==> src/rtl/shadow_bank_pkg.sv <==
package shadow_bank_pkg;
  localparam int unsigned ADDR_W  = 6;
  localparam int unsigned SLOT_W  = 3;
  localparam int unsigned CTRL_EN = 0;
  localparam int unsigned CTRL_CH = 1;
  localparam logic [SLOT_W-1:0] PROT_SLOT = '1;

  typedef enum logic [1:0] {
    REG_CTRL = 2'd0,
    REG_POS  = 2'd1,
    REG_BASE = 2'd2,
    REG_NONE = 2'd3
  } reg_sel_e;

  typedef struct packed {
    logic                active_half;
    logic [SLOT_W-1:0]   slot;
    reg_sel_e            sel;
  } bank_addr_t;
endpackage

==> src/rtl/shadow_addr_dec.sv <==
module shadow_addr_dec
  import shadow_bank_pkg::*;
#(
  parameter int unsigned NWIN = 5
) (
  input  logic              clk,
  input  logic              rst_n,
  input  logic              we_i,
  input  logic [ADDR_W-1:0] addr_i,
  output logic [NWIN-1:0]   win_we_o,
  output logic              prot_we_o,
  output reg_sel_e          sel_o
);
  bank_addr_t a;
  logic       pend_wr;

  assign a       = bank_addr_t'(addr_i);
  assign sel_o   = a.sel;
  assign pend_wr = we_i & ~a.active_half;

  for (genvar g = 0; g < NWIN; g++) begin : g_win_we
    assign win_we_o[g] = pend_wr & (a.slot == SLOT_W'(g)) & (a.sel != REG_NONE);
  end

  assign prot_we_o = pend_wr & (a.slot == PROT_SLOT) & (a.sel == REG_CTRL);

  // at most one destination per bus write
  assert_one_target_R10: assert property (@(posedge clk) disable iff (!rst_n)
    $onehot0({win_we_o, prot_we_o}));
endmodule

==> src/rtl/shadow_win_regs.sv <==
module shadow_win_regs
  import shadow_bank_pkg::*;
#(
  parameter int unsigned    DW       = 32,
  parameter logic [DW-1:0]  CTRL_RST = '0,
  parameter logic [DW-1:0]  POS_RST  = '0,
  parameter logic [DW-1:0]  BASE_RST = '0
) (
  input  logic          clk,
  input  logic          rst_n,
  input  logic          vsync_i,
  input  logic          protect_i,
  input  logic          we_i,
  input  reg_sel_e      sel_i,
  input  logic [DW-1:0] wdata_i,
  output logic [DW-1:0] pend_ctrl_o,
  output logic [DW-1:0] pend_pos_o,
  output logic [DW-1:0] pend_base_o,
  output logic [DW-1:0] act_ctrl_o,
  output logic [DW-1:0] act_pos_o,
  output logic [DW-1:0] act_base_o
);
  logic [DW-1:0] pc_q, pp_q, pb_q, pc_d, pp_d, pb_d;
  logic [DW-1:0] ac_q, ap_q, ab_q;
  logic          xfer_en;

  assign xfer_en = vsync_i & ~protect_i;

  always_comb begin
    pc_d = pc_q;
    pp_d = pp_q;
    pb_d = pb_q;
    if (we_i) begin
      case (sel_i)
        REG_CTRL: pc_d = wdata_i;
        REG_POS:  pp_d = wdata_i;
        REG_BASE: pb_d = wdata_i;
        default:  ;
      endcase
    end
  end

  always_ff @(posedge clk or negedge rst_n) begin
    if (!rst_n) begin
      pc_q <= CTRL_RST;
      pp_q <= POS_RST;
      pb_q <= BASE_RST;
    end else if (we_i) begin
      pc_q <= pc_d;
      pp_q <= pp_d;
      pb_q <= pb_d;
    end
  end

  always_ff @(posedge clk or negedge rst_n) begin
    if (!rst_n) begin
      ac_q <= CTRL_RST;
      ap_q <= POS_RST;
      ab_q <= BASE_RST;
    end else if (xfer_en) begin
      ac_q <= pc_q;
      ap_q <= pp_q;
      ab_q <= pb_q;
    end
  end

  assign pend_ctrl_o = pc_q;
  assign pend_pos_o  = pp_q;
  assign pend_base_o = pb_q;
  assign act_ctrl_o  = ac_q;
  assign act_pos_o   = ap_q;
  assign act_base_o  = ab_q;

  // protected window holds its active copy through vsync
  assert_protect_holds_R4: assert property (@(posedge clk) disable iff (!rst_n)
    (vsync_i && protect_i) |=> ($stable(ac_q) && $stable(ap_q) && $stable(ab_q)));
  // without vsync the active copy never moves
  assert_no_vsync_still_R2: assert property (@(posedge clk) disable iff (!rst_n)
    !vsync_i |=> ($stable(ac_q) && $stable(ap_q) && $stable(ab_q)));
  // all three registers move together in one vsync
  assert_set_atomic_R5: assert property (@(posedge clk) disable iff (!rst_n)
    (vsync_i && !protect_i) |=> (ac_q == $past(pc_q) && ap_q == $past(pp_q) && ab_q == $past(pb_q)));
  // write data lands in pending copy regardless of vsync
  assert_write_lands_R9: assert property (@(posedge clk) disable iff (!rst_n)
    (we_i && sel_i == REG_BASE) |=> pb_q == $past(wdata_i));
endmodule

==> src/rtl/vsync_shadow_bank.sv <==
module vsync_shadow_bank
  import shadow_bank_pkg::*;
#(
  parameter int unsigned    NWIN     = 5,
  parameter int unsigned    DW       = 32,
  parameter logic [DW-1:0]  CTRL_RST = '0,
  parameter logic [DW-1:0]  POS_RST  = '0,
  parameter logic [DW-1:0]  BASE_RST = DW'(32'h0000_1000)
) (
  input  logic               clk,
  input  logic               rst_n,
  input  logic               vsync_i,
  input  logic               bus_we_i,
  input  logic [ADDR_W-1:0]  bus_addr_i,
  input  logic [DW-1:0]      bus_wdata_i,
  output logic [DW-1:0]      bus_rdata_o,
  output logic [NWIN*DW-1:0] act_ctrl_o,
  output logic [NWIN*DW-1:0] act_pos_o,
  output logic [NWIN*DW-1:0] act_base_o,
  output logic [NWIN-1:0]    win_live_o
);
  logic [1:0] rst_pipe_q;
  logic       rst_sync_n;

  always_ff @(posedge clk or negedge rst_n) begin
    if (!rst_n) rst_pipe_q <= 2'b00;
    else        rst_pipe_q <= {rst_pipe_q[0], 1'b1};
  end
  assign rst_sync_n = rst_pipe_q[1];

  logic [NWIN-1:0] win_we;
  logic            prot_we;
  reg_sel_e        sel;
  bank_addr_t      ra;

  shadow_addr_dec #(.NWIN(NWIN)) i_dec (
    .clk       (clk),
    .rst_n     (rst_sync_n),
    .we_i      (bus_we_i),
    .addr_i    (bus_addr_i),
    .win_we_o  (win_we),
    .prot_we_o (prot_we),
    .sel_o     (sel)
  );

  logic [NWIN-1:0] prot_q, prot_d;

  always_comb begin
    prot_d = prot_q;
    if (prot_we) prot_d = bus_wdata_i[NWIN-1:0];
  end

  always_ff @(posedge clk or negedge rst_sync_n) begin
    if (!rst_sync_n)  prot_q <= '0;
    else if (prot_we) prot_q <= prot_d;
  end

  logic [DW-1:0] pc [NWIN];
  logic [DW-1:0] pp [NWIN];
  logic [DW-1:0] pb [NWIN];
  logic [DW-1:0] ac [NWIN];
  logic [DW-1:0] ap [NWIN];
  logic [DW-1:0] ab [NWIN];

  for (genvar w = 0; w < NWIN; w++) begin : g_win
    shadow_win_regs #(
      .DW(DW), .CTRL_RST(CTRL_RST), .POS_RST(POS_RST), .BASE_RST(BASE_RST)
    ) i_win (
      .clk         (clk),
      .rst_n       (rst_sync_n),
      .vsync_i     (vsync_i),
      .protect_i   (prot_q[w]),
      .we_i        (win_we[w]),
      .sel_i       (sel),
      .wdata_i     (bus_wdata_i),
      .pend_ctrl_o (pc[w]),
      .pend_pos_o  (pp[w]),
      .pend_base_o (pb[w]),
      .act_ctrl_o  (ac[w]),
      .act_pos_o   (ap[w]),
      .act_base_o  (ab[w])
    );

    assign act_ctrl_o[w*DW +: DW] = ac[w];
    assign act_pos_o[w*DW +: DW]  = ap[w];
    assign act_base_o[w*DW +: DW] = ab[w];
    assign win_live_o[w] = ac[w][CTRL_EN] & ac[w][CTRL_CH];

    // a window only comes alive on a vsync
    assert_live_rise_at_vsync_R6: assert property (@(posedge clk) disable iff (!rst_sync_n)
      $rose(win_live_o[w]) |-> $past(vsync_i));
    // and only goes dark on a vsync
    assert_live_fall_at_vsync_R6: assert property (@(posedge clk) disable iff (!rst_sync_n)
      $fell(win_live_o[w]) |-> $past(vsync_i));
  end

  assign ra = bank_addr_t'(bus_addr_i);

  always_comb begin
    bus_rdata_o = '0;
    if (ra.slot == PROT_SLOT) begin
      if (!ra.active_half && ra.sel == REG_CTRL)
        bus_rdata_o = {{(DW-NWIN){1'b0}}, prot_q};
    end else begin
      for (int w = 0; w < NWIN; w++) begin
        if (ra.slot == SLOT_W'(w)) begin
          case (ra.sel)
            REG_CTRL: bus_rdata_o = ra.active_half ? ac[w] : pc[w];
            REG_POS:  bus_rdata_o = ra.active_half ? ap[w] : pp[w];
            REG_BASE: bus_rdata_o = ra.active_half ? ab[w] : pb[w];
            default:  bus_rdata_o = '0;
          endcase
        end
      end
    end
  end

  // protect mask moves only on its own write
  assert_prot_write_only_R9: assert property (@(posedge clk) disable iff (!rst_sync_n)
    !prot_we |=> $stable(prot_q));
endmodule

==> config.mk <==
export PLATFORM = sky130hd
export DESIGN_NAME = vsync_shadow_bank
export DESIGN_NICKNAME = d
export VERILOG_FILES = /design/src/rtl/shadow_bank_pkg.sv /design/src/rtl/shadow_addr_dec.sv /design/src/rtl/shadow_win_regs.sv /design/src/rtl/vsync_shadow_bank.sv
export SDC_FILE = /design/constraint.sdc
export NUM_CORES = 1
export LEC_CHECK = 0
export CAP_MARGIN = 30
export CORE_MARGIN = 3
export CORE_UTILIZATION = 55
export DETAILED_ROUTE_END_ITERATION = 8
export PLACE_DENSITY = 0.79
export SETUP_SLACK_MARGIN = 0.1
export SLEW_MARGIN = 10
export SYNTH_ARGS = -nofsm -noshare
export SYNTH_HDL_FRONTEND = slang
export SYNTH_HIERARCHICAL = 1
export SYNTH_SLANG_ARGS = --single-unit
export TNS_END_PERCENT = 10
==> constraint.sdc <==
create_clock -name clk -period 86.8 [get_ports clk]
set_input_delay 17.36 -clock clk [delete_from_list [all_inputs] [get_ports clk]]
set_output_delay 17.36 -clock clk [all_outputs]
set_load 0.02 [all_outputs]
# After elaboration in Yosys (flattened, before gate mapping)
# Index checks and enable logic that the tools add are counted.
# word_totals
latchBits,0
output_inout_bits,517
inputBits,42
wordCells,115
mem_bits_rw,0
reg_bits,967
romBits,0
mem_count,0
# op_classes
n_div,0
n_reduce_logical,19
addsub,0
n_bitwise,29
shifts,0
eq_ne,8
n_mul,0
n_lt_le_gt_ge,0
n_mux,27
# op_table
cell,n
two-way mux 32 bit,21
one-hot mux 32 bit (3 select lines),5
AND reduction 2 bit,15
bitwise AND 1 bit,23
"== test 3 x 2 -> 1 bit, second input constant",2
"== test 3 bit, second input constant",2
NOT 1 bit,6
two-way mux 5 bit,1
"== test 3 x 1 -> 1 bit, second input constant",1
logical NOT 3 bit,1
"== test 2 x 1 -> 1 bit, second input constant",1
"== test 2 bit, second input constant",1
logical NOT 2 bit,1
"!= test 2 bit, second input constant",1
logical AND 1 bit,1
logical NOT 1 bit,1

# Longest topological paths before layout
# depth
depth_word,8
mapped_depth,10
mapped_depth_nobuf,5

# Hierarchy
# Netlist, hierarchy kept.
# by_module_without_submodules
mod,seq_area_each_um2,cells_each,area_per_inst_um2,n_inst
shadow_win_regs,4807.1,408,7218.2,5
vsync_shadow_bank,175.2,1106,9003.6,1
shadow_addr_dec,0.0,13,102.6,1

# Worst setup path after synthesis
# Ideal clock, no wire load.
# synth_timing
kind,input to output
from,in bus_addr_i[0]
to,out bus_rdata_o[7]
stages,7
slack_ns,50.148
arrival_ns,19.292
path_buffers,3
required_ns,69.440
path_cell_list,buf_2 > or2_1 > clkbuf_1 > clkbuf_1 > o221ai_1 > o2111ai_1 > a2111oi_1
# synth_between
elab_chain_len,8
elab_cells_between_ends,14
classes_between,eq/ne (2); mux (11); reduce/logical (1)
# synth_lines
item,line,text
"start, declared",vsync_shadow_bank.sv:14,"input logic [ADDR_W-1:0] bus_addr_i,"
"== test 2 bit, or another cell as far along",vsync_shadow_bank.sv:107,case (ra.sel)
one-hot mux 32 bit (3 select lines),vsync_shadow_bank.sv:107,
two-way mux 32 bit (4 in a row),vsync_shadow_bank.sv:106,if (ra.slot == SLOT_W'(w)) begin
two-way mux 32 bit (*),vsync_shadow_bank.sv:106,
two-way mux 32 bit (*),vsync_shadow_bank.sv:101,if (ra.slot == PROT_SLOT) begin
"end, declared",vsync_shadow_bank.sv:16,"output logic [DW-1:0] bus_rdata_o,"
# Every way passes the cells marked *; elsewhere a longest branch is shown, timed or not.

# Worst setup path after layout
# layout_timing
from,in bus_addr_i[1]
to,out bus_rdata_o[7]
# The elaborated chain is that of the path after synthesis.

==> results.yml <==
run_status:
  status: "complete, no violations"
layout:
  finalNonFillerCells: 4792
  utilization: 0.676
  drive_above_1_share: 0.376
  layout.nets: 3688
  areaGrowthSynthToFinish_pct: 21.0
  final_cell_mix: "mux2_2 (1085), dfrtp_1 (956), clkdlybuf4s50_1 (555), a221oi_1 (218), mux2i_1 (152)"
  final_common_cell: "mux2_2"
sta:
  tns_ns: 0
  worst_slew_pin_slew_ns: 1.04
  rsz0062_at_grt: "false"
  finalCritPeriodShare: 0.452
  fmax_ghz: 0.0255
  finalSetupViolCount: 0
  fin_ws_ns: 47.55
  slew_violations: 0
  hold_viol: 0
  relSlewSlack: 0.306
  post-route-min-period_ns: 39.25
  fin_skew_ns: 0.0234
logic_synthesis:
  postSynthCellCount: 3159
  ys_warn_count: 6
  synth_edf_count: 0
  syn_avg_cell_area_sq_um: 14.3
  syn_nets: 3201
  synth-seq-cells: 967
  ys_seq_area_frac: 0.536
  synthArstFlopShare: 1.00
  yosys_most_used_dff: "dfrtp_1"
  synth_cell_types: 52
  netlist_area_sq_mm: 0.0452
floorplan:
  fp.coreArea_sq_mm: 0.0809
  rows: 104
  io_pins: 559
  fp.dieH_microns: 293
  die_width_microns: 293
  die_area_sq_mm: 0.0857
  initial_core_util: 0.558
critical_path:
  path_cells: "buf_2, buf_4, nor2b_4, buf_12, a221oi_1, o21ai_1, o2111ai_1, a2111oi_1, clkdlybuf4s50_1"
  cp_slowest_cell: "a2111oi_1"
  cp-end-kind: "output port"
  critPathMaxStageDelay_ns: 1.10
  critPathKind: "primary input to output port"
  critPathArrivalTime_ns: 21.89
  path_buf_inv: 4
  worstSetupStartpointType: "primary input"
  crit_fanout: 145
  cp.required_ns: 69.44
  cp_top_family: "compound AO/OA/AOI/OAI gates"
power_and_ir_drop:
  p_int_w: 0.000902
  clock_power_share: 0.331
  p_comb_frac: 0.228
  p_per_area_mw_per_mm2: 23.7
  p_sw_frac: 0.303
  power_switching_w: 0.000392
  leakage_nw: 25.2
  irDropWorstVdd_v: 0.0000177
  power_frac_seq: 0.441
placement:
  dp_hpwl_microns: 104000
  place_ws_ns: 47.79
  portBuffers: 558
  gp_congestion: 0.895
  dp_cells: 4597
clock_tree:
  cts_resized: 0
  cts_setup_buffers: 0
  cts_buffers: 99
  cts_tree: "done"
  cts_hold_buf: 0
  numClockSinks: 967
  cts_buffer_depth: 3
  cts-root-buf: "clkbuf_16"
  path_clk_slew_ns: 0.06
  worst_skew_pair.late_latency_ns: 0.66
  htreeDepth: 3
drt:
  drc: 0
  first_iter_violations: 2896
  postRouteAntennaNets: 0
  drt-pass1-iter-count: 5
  wl_per_cell_microns: 32.4
  wirelength_microns: 155000
  vias_per_cell: 6.58
  dr_total_vias: 31500
global_routing:
  gr-total-overflow: 0
  antenna_found_initial: 11
  grt_pass1_vias: 31500
  grt_use_total: 0.355
  grt_first_pass_wirelength_microns: 222000
  grt_max_degree: 181
hold_path:
  min_path_type: "flop to asynchronous set/reset pin"
job:
  cap_violations: 0
cells in the mapped netlist (14+ instances only):
cell type | instances | share of area
o21a_1 | 50 | 0.0083
o21ai_1 | 27 | 0.0030
a221oi_1 | 218 | 0.042
mux2_2 | 1085 | 0.27
clkbuf_1 | 65 | 0.0054
buf_4 | 32 | 0.0053
a221o_1 | 14 | 0.0031
nor2_1 | 51 | 0.0042
mux2i_1 | 152 | 0.034
o2111ai_1 | 26 | 0.0050
o221ai_1 | 15 | 0.0029
a2111oi_2 | 17 | 0.0056
buf_6 | 53 | 0.013
o21ai_0 | 45 | 0.0050
clkbuf_8 | 15 | 0.0046
dfrtp_1 | 957 | 0.53
nand2_1 | 15 | 0.0012
mux2_1 | 54 | 0.013
o22ai_1 | 39 | 0.0054
or3_1 | 14 | 0.0019
a21oi_1 | 16 | 0.0018
buf_2 | 87 | 0.0096
metrics by stage:
step	total power, W	hold WS (ns)	instance area [sq um]
2_1_floorplan	0.000723	0.331	45200
3_3_place_gp	0.000862	0.336	51000
3_5_place_dp	0.000869	0.341	51300
4_1_cts	0.00130	0.355	54500
5_1_grt	0.00134	0.184	54700
6_report	0.00129	0.168	54700
worst paths after layout:
| kind | start | end | slack [ns] | depth (start not counted) |
|---|---|---|---|---|
| max | bus_addr_i[1] | bus_rdata_o[7] | 47.55 | 9 |
| min | rst_pipe_q[1] | g_win[1].i_win/act_pos_o[14] | 0.17 | 0 |
| max reg2reg | rst_pipe_q[1] | g_win[4].i_win/pend_base_o[12] | 83.00 | 7 |
| min reg2reg | rst_pipe_q[1] | g_win[1].i_win/act_pos_o[14] | 0.17 | 0 |
| max in group asynchronous | rst_n | rst_pipe_q[1] | 69.81 | 1 |
| min in group clk | rst_pipe_q[0] | rst_pipe_q[1] | 0.35 | 0 |
cell type report:
cell class | count | area, sq um
diodes | 4 | 10.0
clock buffers | 152 | 2980
clock inverters | 31 | 292
fillers | 5812 | 26200
inverters | 6 | 30.0
multi-input cells | 1927 | 19200
flip-flops and latches | 967 | 24200
well taps | 1060 | 1330
repair buffers | 645 | 6590
state kept, by name, indices dropped and copies added (netlist names):
name	flops
g_win.i_win/act_base_o	160
g_win.i_win/act_pos_o	160
g_win.i_win/pend_ctrl_o	160
rst_pipe_q	2
g_win.i_win/pend_base_o	160
prot_q	5
g_win.i_win/act_ctrl_o	160
g_win.i_win/pend_pos_o	160
power by group through the flow:
stage | Combinational (W) | Clock, W | Sequential [W]
2_1_floorplan | 0.000117 | 0 | 0.000606
4_1_cts | 0.000294 | 0.000432 | 0.000569
3_5_place_dp | 0.000293 | 0 | 0.000576
3_3_place_gp | 0.000288 | 0 | 0.000574
6_report | 0.000296 | 0.000429 | 0.000570
5_1_grt | 0.000309 | 0.000450 | 0.000577
per-layer routing:
metal | vias up | wire length [microns] | share of wire | track usage
li1 | 13000 | - | - | -
met1 | 16600 | 59900 | 0.39 | 0.467
met2 | 1590 | 69300 | 0.45 | 0.534
met3 | 321 | 15800 | 0.10 | 0.102
met4 | 8 | 10200 | 0.066 | 0.193
met5 | - | 44 | 0.00028 | 0
kinds of logic after synthesis:
logic type	Yosys count	synth area share
muxes	1293	0.318
and+or+nand+nor	139	0.0192
buffers and inverters	265	0.0392
AOI/OAI and AO/OA	494	0.0874
DFF	967	0.536
other	1	0.0000830
Power figures use the tool's default switching activity.
